<file path="config.mk">
export PLATFORM = sky130hd
export DESIGN_NAME = lp_wake_timer
export DESIGN_NICKNAME = d
export VERILOG_FILES = /design/src/rtl/lpw_pkg.sv /design/src/rtl/lpw_interval_decode.sv /design/src/rtl/lpw_period_counter.sv /design/src/rtl/lpw_event_out.sv /design/src/rtl/lp_wake_timer.sv
export SDC_FILE = /design/constraint.sdc
export NUM_CORES = 1
export LEC_CHECK = 0
export BUFFER_PORTS_ARGS = -buffer_cell sky130_fd_sc_hd__buf_2
export CAP_MARGIN = 40
export CELL_PAD_IN_SITES_DETAIL_PLACEMENT = 1
export CELL_PAD_IN_SITES_GLOBAL_PLACEMENT = 1
export CORE_ASPECT_RATIO = 0.6
export CORE_MARGIN = 2
export CORE_UTILIZATION = 42
export DETAILED_ROUTE_END_ITERATION = 8
export PLACE_DENSITY = 0.75
export SYNTH_ARGS = -nofsm -noshare
export SYNTH_HDL_FRONTEND = slang
export SYNTH_SLANG_ARGS = --single-unit
</file>
<file path="constraint.sdc">
create_clock -name clk -period 2.3 [get_ports clk]
set_input_delay 0.115 -clock clk [delete_from_list [all_inputs] [get_ports clk]]
set_output_delay 0.115 -clock clk [all_outputs]
set_load 0.02 [all_outputs]
</file>
<file path="src/rtl/lpw_pkg.sv">
package lpw_pkg;
  localparam int CODE_W = 3;
  localparam int CODE_MAX = (1 << CODE_W) - 1;

  typedef enum logic [1:0] {
    EV_NONE  = 2'd0,
    EV_SENSE = 2'd1,
    EV_WAKE  = 2'd2
  } ev_kind_t;
endpackage

</file>
<file path="src/rtl/lpw_interval_decode.sv">
module lpw_interval_decode
  import lpw_pkg::*;
#(
  parameter int STEP_TICKS = 20,
  parameter int EXT_SCALE  = 8,
  parameter int CNT_W      = 10
) (
  input  logic [CODE_W-1:0] code_i,
  input  logic              ext_i,
  output logic [CNT_W-1:0]  interval_o
);
  localparam int SCALE_LO = STEP_TICKS;
  localparam int SCALE_HI = STEP_TICKS * EXT_SCALE;

  always_comb begin
    if (ext_i) interval_o = CNT_W'(int'(code_i) * SCALE_HI);
    else       interval_o = CNT_W'(int'(code_i) * SCALE_LO);
  end
endmodule

</file>
<file path="src/rtl/lpw_period_counter.sv">
module lpw_period_counter #(
  parameter int CNT_W = 10
) (
  input  logic             clk,
  input  logic             rst,
  input  logic             arm_i,
  input  logic             clear_i,
  input  logic             tick_i,
  input  logic             hs_any_i,
  input  logic [CNT_W-1:0] interval_i,
  output logic             armed_o,
  output logic             expire_o
);
  logic [CNT_W-1:0] cnt_q;
  logic             last_tick;

  assign last_tick = armed_o && tick_i && (cnt_q == CNT_W'(1));
  assign expire_o  = last_tick && !clear_i && !arm_i;

  always_ff @(posedge clk) begin
    if (rst) begin
      armed_o <= 1'b0;
      cnt_q   <= '0;
    end else if (clear_i) begin
      armed_o <= 1'b0;
      cnt_q   <= '0;
    end else if (arm_i) begin
      armed_o <= (interval_i != '0);
      cnt_q   <= interval_i;
    end else if (armed_o && tick_i) begin
      if (cnt_q == CNT_W'(1)) begin
        if (hs_any_i) begin
          cnt_q <= interval_i;
        end else begin
          armed_o <= 1'b0;
          cnt_q   <= '0;
        end
      end else begin
        cnt_q <= cnt_q - CNT_W'(1);
      end
    end
  end

  // a live count stays between 1 and the decoded period
  a_r2_cnt_nonzero: assert property (@(posedge clk) disable iff (rst)
    armed_o |-> (cnt_q != '0));
  a_r3_cnt_bounded: assert property (@(posedge clk) disable iff (rst)
    armed_o |-> (cnt_q <= interval_i));
  a_r9_clear_disarms: assert property (@(posedge clk) disable iff (rst)
    clear_i |=> !armed_o);
endmodule

</file>
<file path="src/rtl/lpw_event_out.sv">
module lpw_event_out
  import lpw_pkg::*;
(
  input  logic clk,
  input  logic rst,
  input  logic expire_i,
  input  logic hs_any_i,
  output logic sense_o,
  output logic wake_o
);
  ev_kind_t kind;

  always_comb begin
    if (!expire_i)     kind = EV_NONE;
    else if (hs_any_i) kind = EV_SENSE;
    else               kind = EV_WAKE;
  end

  always_ff @(posedge clk) begin
    if (rst) begin
      sense_o <= 1'b0;
      wake_o  <= 1'b0;
    end else begin
      sense_o <= (kind == EV_SENSE);
      wake_o  <= (kind == EV_WAKE);
    end
  end

  a_r11_one_kind: assert property (@(posedge clk) disable iff (rst)
    $onehot0({sense_o, wake_o}));
  a_r11_registered: assert property (@(posedge clk) disable iff (rst)
    !expire_i |=> !(sense_o || wake_o));
endmodule

</file>
<file path="src/rtl/lp_wake_timer.sv">
module lp_wake_timer
  import lpw_pkg::*;
#(
  parameter int STEP_TICKS = 20,
  parameter int EXT_SCALE  = 8,
  parameter int N_HS       = 4
) (
  input  logic              clk,
  input  logic              rst,
  input  logic              tick_i,
  input  logic              ctl_wr_i,
  input  logic              ctl_sel_i,
  input  logic [CODE_W-1:0] ctl_code_i,
  input  logic              ext_wr_i,
  input  logic              ext_bit_i,
  input  logic              lowpwr_i,
  input  logic [N_HS-1:0]   hs_en_i,
  output logic              sense_o,
  output logic              wake_o
);
  localparam int MAX_TICKS = CODE_MAX * STEP_TICKS * EXT_SCALE;
  localparam int CNT_W     = $clog2(MAX_TICKS + 1);

  logic [CODE_W-1:0] code_q;
  logic              ext_q;
  logic              lowpwr_q;
  logic              code_wr, entry, clear, hs_any, armed, expire;
  logic [CNT_W-1:0]  interval;

  assign code_wr = ctl_wr_i && ctl_sel_i;
  assign entry   = lowpwr_i && !lowpwr_q;
  assign clear   = !lowpwr_i || code_wr || ext_wr_i;
  assign hs_any  = |hs_en_i;

  always_ff @(posedge clk) begin
    if (rst) begin
      code_q   <= '0;
      ext_q    <= 1'b0;
      lowpwr_q <= 1'b0;
    end else begin
      lowpwr_q <= lowpwr_i;
      if (code_wr)  code_q <= ctl_code_i;
      if (ext_wr_i) ext_q  <= ext_bit_i;
    end
  end

  lpw_interval_decode #(
    .STEP_TICKS(STEP_TICKS), .EXT_SCALE(EXT_SCALE), .CNT_W(CNT_W)
  ) u_dec (
    .code_i(code_q), .ext_i(ext_q), .interval_o(interval)
  );

  lpw_period_counter #(.CNT_W(CNT_W)) u_cnt (
    .clk(clk), .rst(rst), .arm_i(entry), .clear_i(clear), .tick_i(tick_i),
    .hs_any_i(hs_any), .interval_i(interval), .armed_o(armed),
    .expire_o(expire)
  );

  lpw_event_out u_ev (
    .clk(clk), .rst(rst), .expire_i(expire), .hs_any_i(hs_any),
    .sense_o(sense_o), .wake_o(wake_o)
  );

  a_r1_idle_on_zero: assert property (@(posedge clk) disable iff (rst)
    (code_q == '0) |-> !armed);
  a_r6_low_disarmed: assert property (@(posedge clk) disable iff (rst)
    !lowpwr_i |=> !armed);
  a_r7_sense_keeps_running: assert property (@(posedge clk) disable iff (rst)
    (sense_o && lowpwr_i && !code_wr && !ext_wr_i && !entry) |-> armed);
  a_r8_wake_stops: assert property (@(posedge clk) disable iff (rst)
    wake_o |-> !armed);
  a_r10_write_disarms: assert property (@(posedge clk) disable iff (rst)
    (code_wr || ext_wr_i) |=> !armed);
endmodule

</file>
==> qor.txt <==
Primary FF master, synth: dfxtp_1
Core area: 2590 µm²
Synth Area in Compound Gates: 0.207
DR DRC count: 0
Clk_skew: 0.00586 ns
Post-DP HPWL: 2.86 mm
Routed vias: 1,194
WL/cell: 19.8 µm
Seq/Total Area, Yosys: 0.321
Met1 usage: 0.372
Status: finished, final reports clean
GRT Max-Usage Layer: met2
RSZ-0062 raised after global routing: no
Minimum clock period: 2.13 ns
Fillers: 332
Slew headroom: 0.565
# resized after CTS: 0
GRT Total Usage: 0.263
Initial Utilization: 0.458
Gate power share: 0.132
CTS max path bufs: 2
Setup ws final: 0.166 ns
Antenna fix cells: 0
Die height: 45.2 µm
WL final: 3.71 mm
Synth Area in Adders: 0.0527
Maximum vdd drop: 0.000298 V
Main combinational cell family by area after synthesis: simple AND/OR/NAND/NOR gates
Post-DRT Antenna Nets: 0
Count of final setup violators: 0
DRT Pass-1 Iters: 4
CTS Buf Count: 3
Clock Latency Late Sink: 0.26 ns
DR iter-0 viols: 122
Setup TNS: 0 ns
Max-slew violations: 0
Via density: 6.35
Worst slew pin tran: 0.651 ns
Post-CTS setup buffers: 0
Async set-reset flop share out of synthesis: 0
Hold_ws: 0.0878 ns
CP Class: reg2reg
Flops & latches, synth: 19
Sequential Power Share: 0.515
Width of the chip: 72.6 µm
Endpoints failing hold: 0
Clk network pwr share: 0.353
Final worst path period share: 0.928
Power per Cell Area: 506 nW/µm²
Synth cell types: 46
Post-synth EDFFs: 0
IO buf count: 16
GR Util met2: 0.407
Syn Inst Count: 139
Clk slew on worst S/H paths: 0.08 ns
Congestion Overflow GR: 0
Sw Share: 0.270
Area growth, synth to finish: 12.7%
Max_cap viols: 0
Die ar.: 3280 µm²
Synth Area in Simple Gates: 0.306
Mapped Area: 1190 µm²
Xor/xnor share of the synthesized area: 0.0148
Layout cells sized above 1: 0.212
FF-to-FF path depth: 6
Startpoint Class: flip-flop
Mux contribution to synthesized area: 0.0633
Nets@finish: 177
Leakage: 0.535 nW
RePlAce Congestion: 0.796
Psw: 0.183 mW
GR Layer Usage met3: 0.0491
Dpl ws: 0.250 ns
Peak Freq: 469 MHz
WP data arrival: 2.34 ns
Worst Hold Depth: 2
Num ports: 17
CTS Sinks: 19
Yosys Warn Count: 0
Global-route wire length before repair: 6.40 mm
H-tree levels: 1
CTS tree: built
# rows: 14
Vias in the first global route: 1,197
CTS Root Cell: clkbuf_8
Worst Hold Class: in2reg
Post-CTS Hold Fix Bufs: 0
Largest net degree at the start of global routing: 12
Initial antenna violation count: 0
Internal power: 0.493 mW
Crit Path Max Fanout: 8
Worst path required time: 2.51 ns
Setup crit end kind: flip-flop
Syn nets: 159
Mean area per synthesized cell: 8.53 µm²
==> stage by stage <==
stage | std cells | cell area, µm² | total power [mW] | utilization
6_report | 188 | 1340 | 0.676 | 0.515
5_1_grt | 188 | 1340 | 0.706 | 0.515
4_1_cts | 188 | 1340 | 0.679 | 0.515
3_5_place_dp | 184 | 1290 | 0.442 | 0.498
3_3_place_gp | 184 | 1290 | 0.438 | 0.498
2_1_floorplan | 139 | 1190 | 0.407 | -
==> synthesized netlist by cell type, types with 3 or more instances <==
master | count | area (µm²)
mux2_2 | 4 | 45.0
nor4_1 | 5 | 31.3
nor2_1 | 11 | 41.3
mux2i_1 | 3 | 30.0
inv_1 | 5 | 18.8
a32oi_1 | 3 | 26.3
a21oi_1 | 11 | 55.1
ha_1 | 5 | 62.6
nor3_1 | 7 | 35.0
nand3_1 | 8 | 40.0
nand2_1 | 10 | 37.5
and2_1 | 3 | 18.8
dfxtp_1 | 19 | 380
o21ai_0 | 6 | 30.0
or4_1 | 3 | 22.5
==> cells by family after synthesis <==
kind of cell | after synthesis
adders and majority gates | 5
buffers and inverters | 9
AOI/OAI and AO/OA | 36
xor gates and xnor gates | 2
and+or+nand+nor | 61
muxes | 7
DFF | 19
==> worst max-delay path, cell delays in order, from the launching register on <==
cell	delay, ns
dfxtp_1	0.44
ha_1	0.21
nor4b_4	0.31
and3_1	0.47
a31oi_1	0.20
nor3_1	0.29
a211o_1	0.17
==> final cells by class <==
type / count / area (µm²) / share of cell area
timing repair buffer: 17 / 87.6 / 0.0655
sequential: 19 / 380 / 0.285
inverter: 5 / 18.8 / 0.0140
tap: 32 / 40.0 / 0.0300
clock inverter: 1 / 5.00 / 0.00375
clock buffer: 3 / 41.3 / 0.0309
multi-input combinational: 111 / 763 / 0.571
==> registers in the layout, indices dropped and copies added, names as in the netlist <==
name,count
u_ev.wake_o,1
ext_q,1
u_ev.sense_o,1
code_q,3
u_cnt.cnt_q,11
lowpwr_q,1
u_cnt.armed_o,1
==> path summary, 6_finish.rpt <==
kind                    endpoint            from  slack (ns)
setup / recovery  u_cnt.cnt_q[3]  u_cnt.cnt_q[0]        0.17
hold / removal             ext_q             rst        0.09
setup reg to reg  u_cnt.cnt_q[3]  u_cnt.cnt_q[0]        0.17
hold reg to reg   u_cnt.cnt_q[9]  u_cnt.cnt_q[9]        0.52
==> per-layer routing <==
layer | part of all wire | vias up
li1 | - | 562
met1 | 0.47 | 585
met2 | 0.45 | 43
met3 | 0.064 | 4
met4 | 0.012 | 0
met5 | 0 | -
==> power by group through the flow <==
stage | sequential [mW] | combinational, mW | clock [mW]
after floorplan | 0.350 | 0.0568 | 0
after global placement | 0.355 | 0.0837 | 0
after detailed placement | 0.355 | 0.0868 | 0
after CTS | 0.347 | 0.0879 | 0.244
after global routing | 0.349 | 0.100 | 0.257
final | 0.348 | 0.0894 | 0.239
==> cell usage in the layout, fill, tap and decap left out, types with 2 or more instances in the layout <==
cell type and count:
clkbuf_8 3, and2_1 3, nor3_1 7, mux2i_1 3
a21oi_1 11, nor2b_1 2, o31ai_1 2, dfxtp_1 19
nor2_1 11, nand3_1 8, mux2_2 4, o21ai_2 2
o21ai_0 6, or4_1 3, a32oi_1 3, a31oi_1 2
nor4_1 5, inv_1 5, buf_2 16, nand2_1 10
ha_1 5
Note: power is estimated with default switching activity, not from simulation.
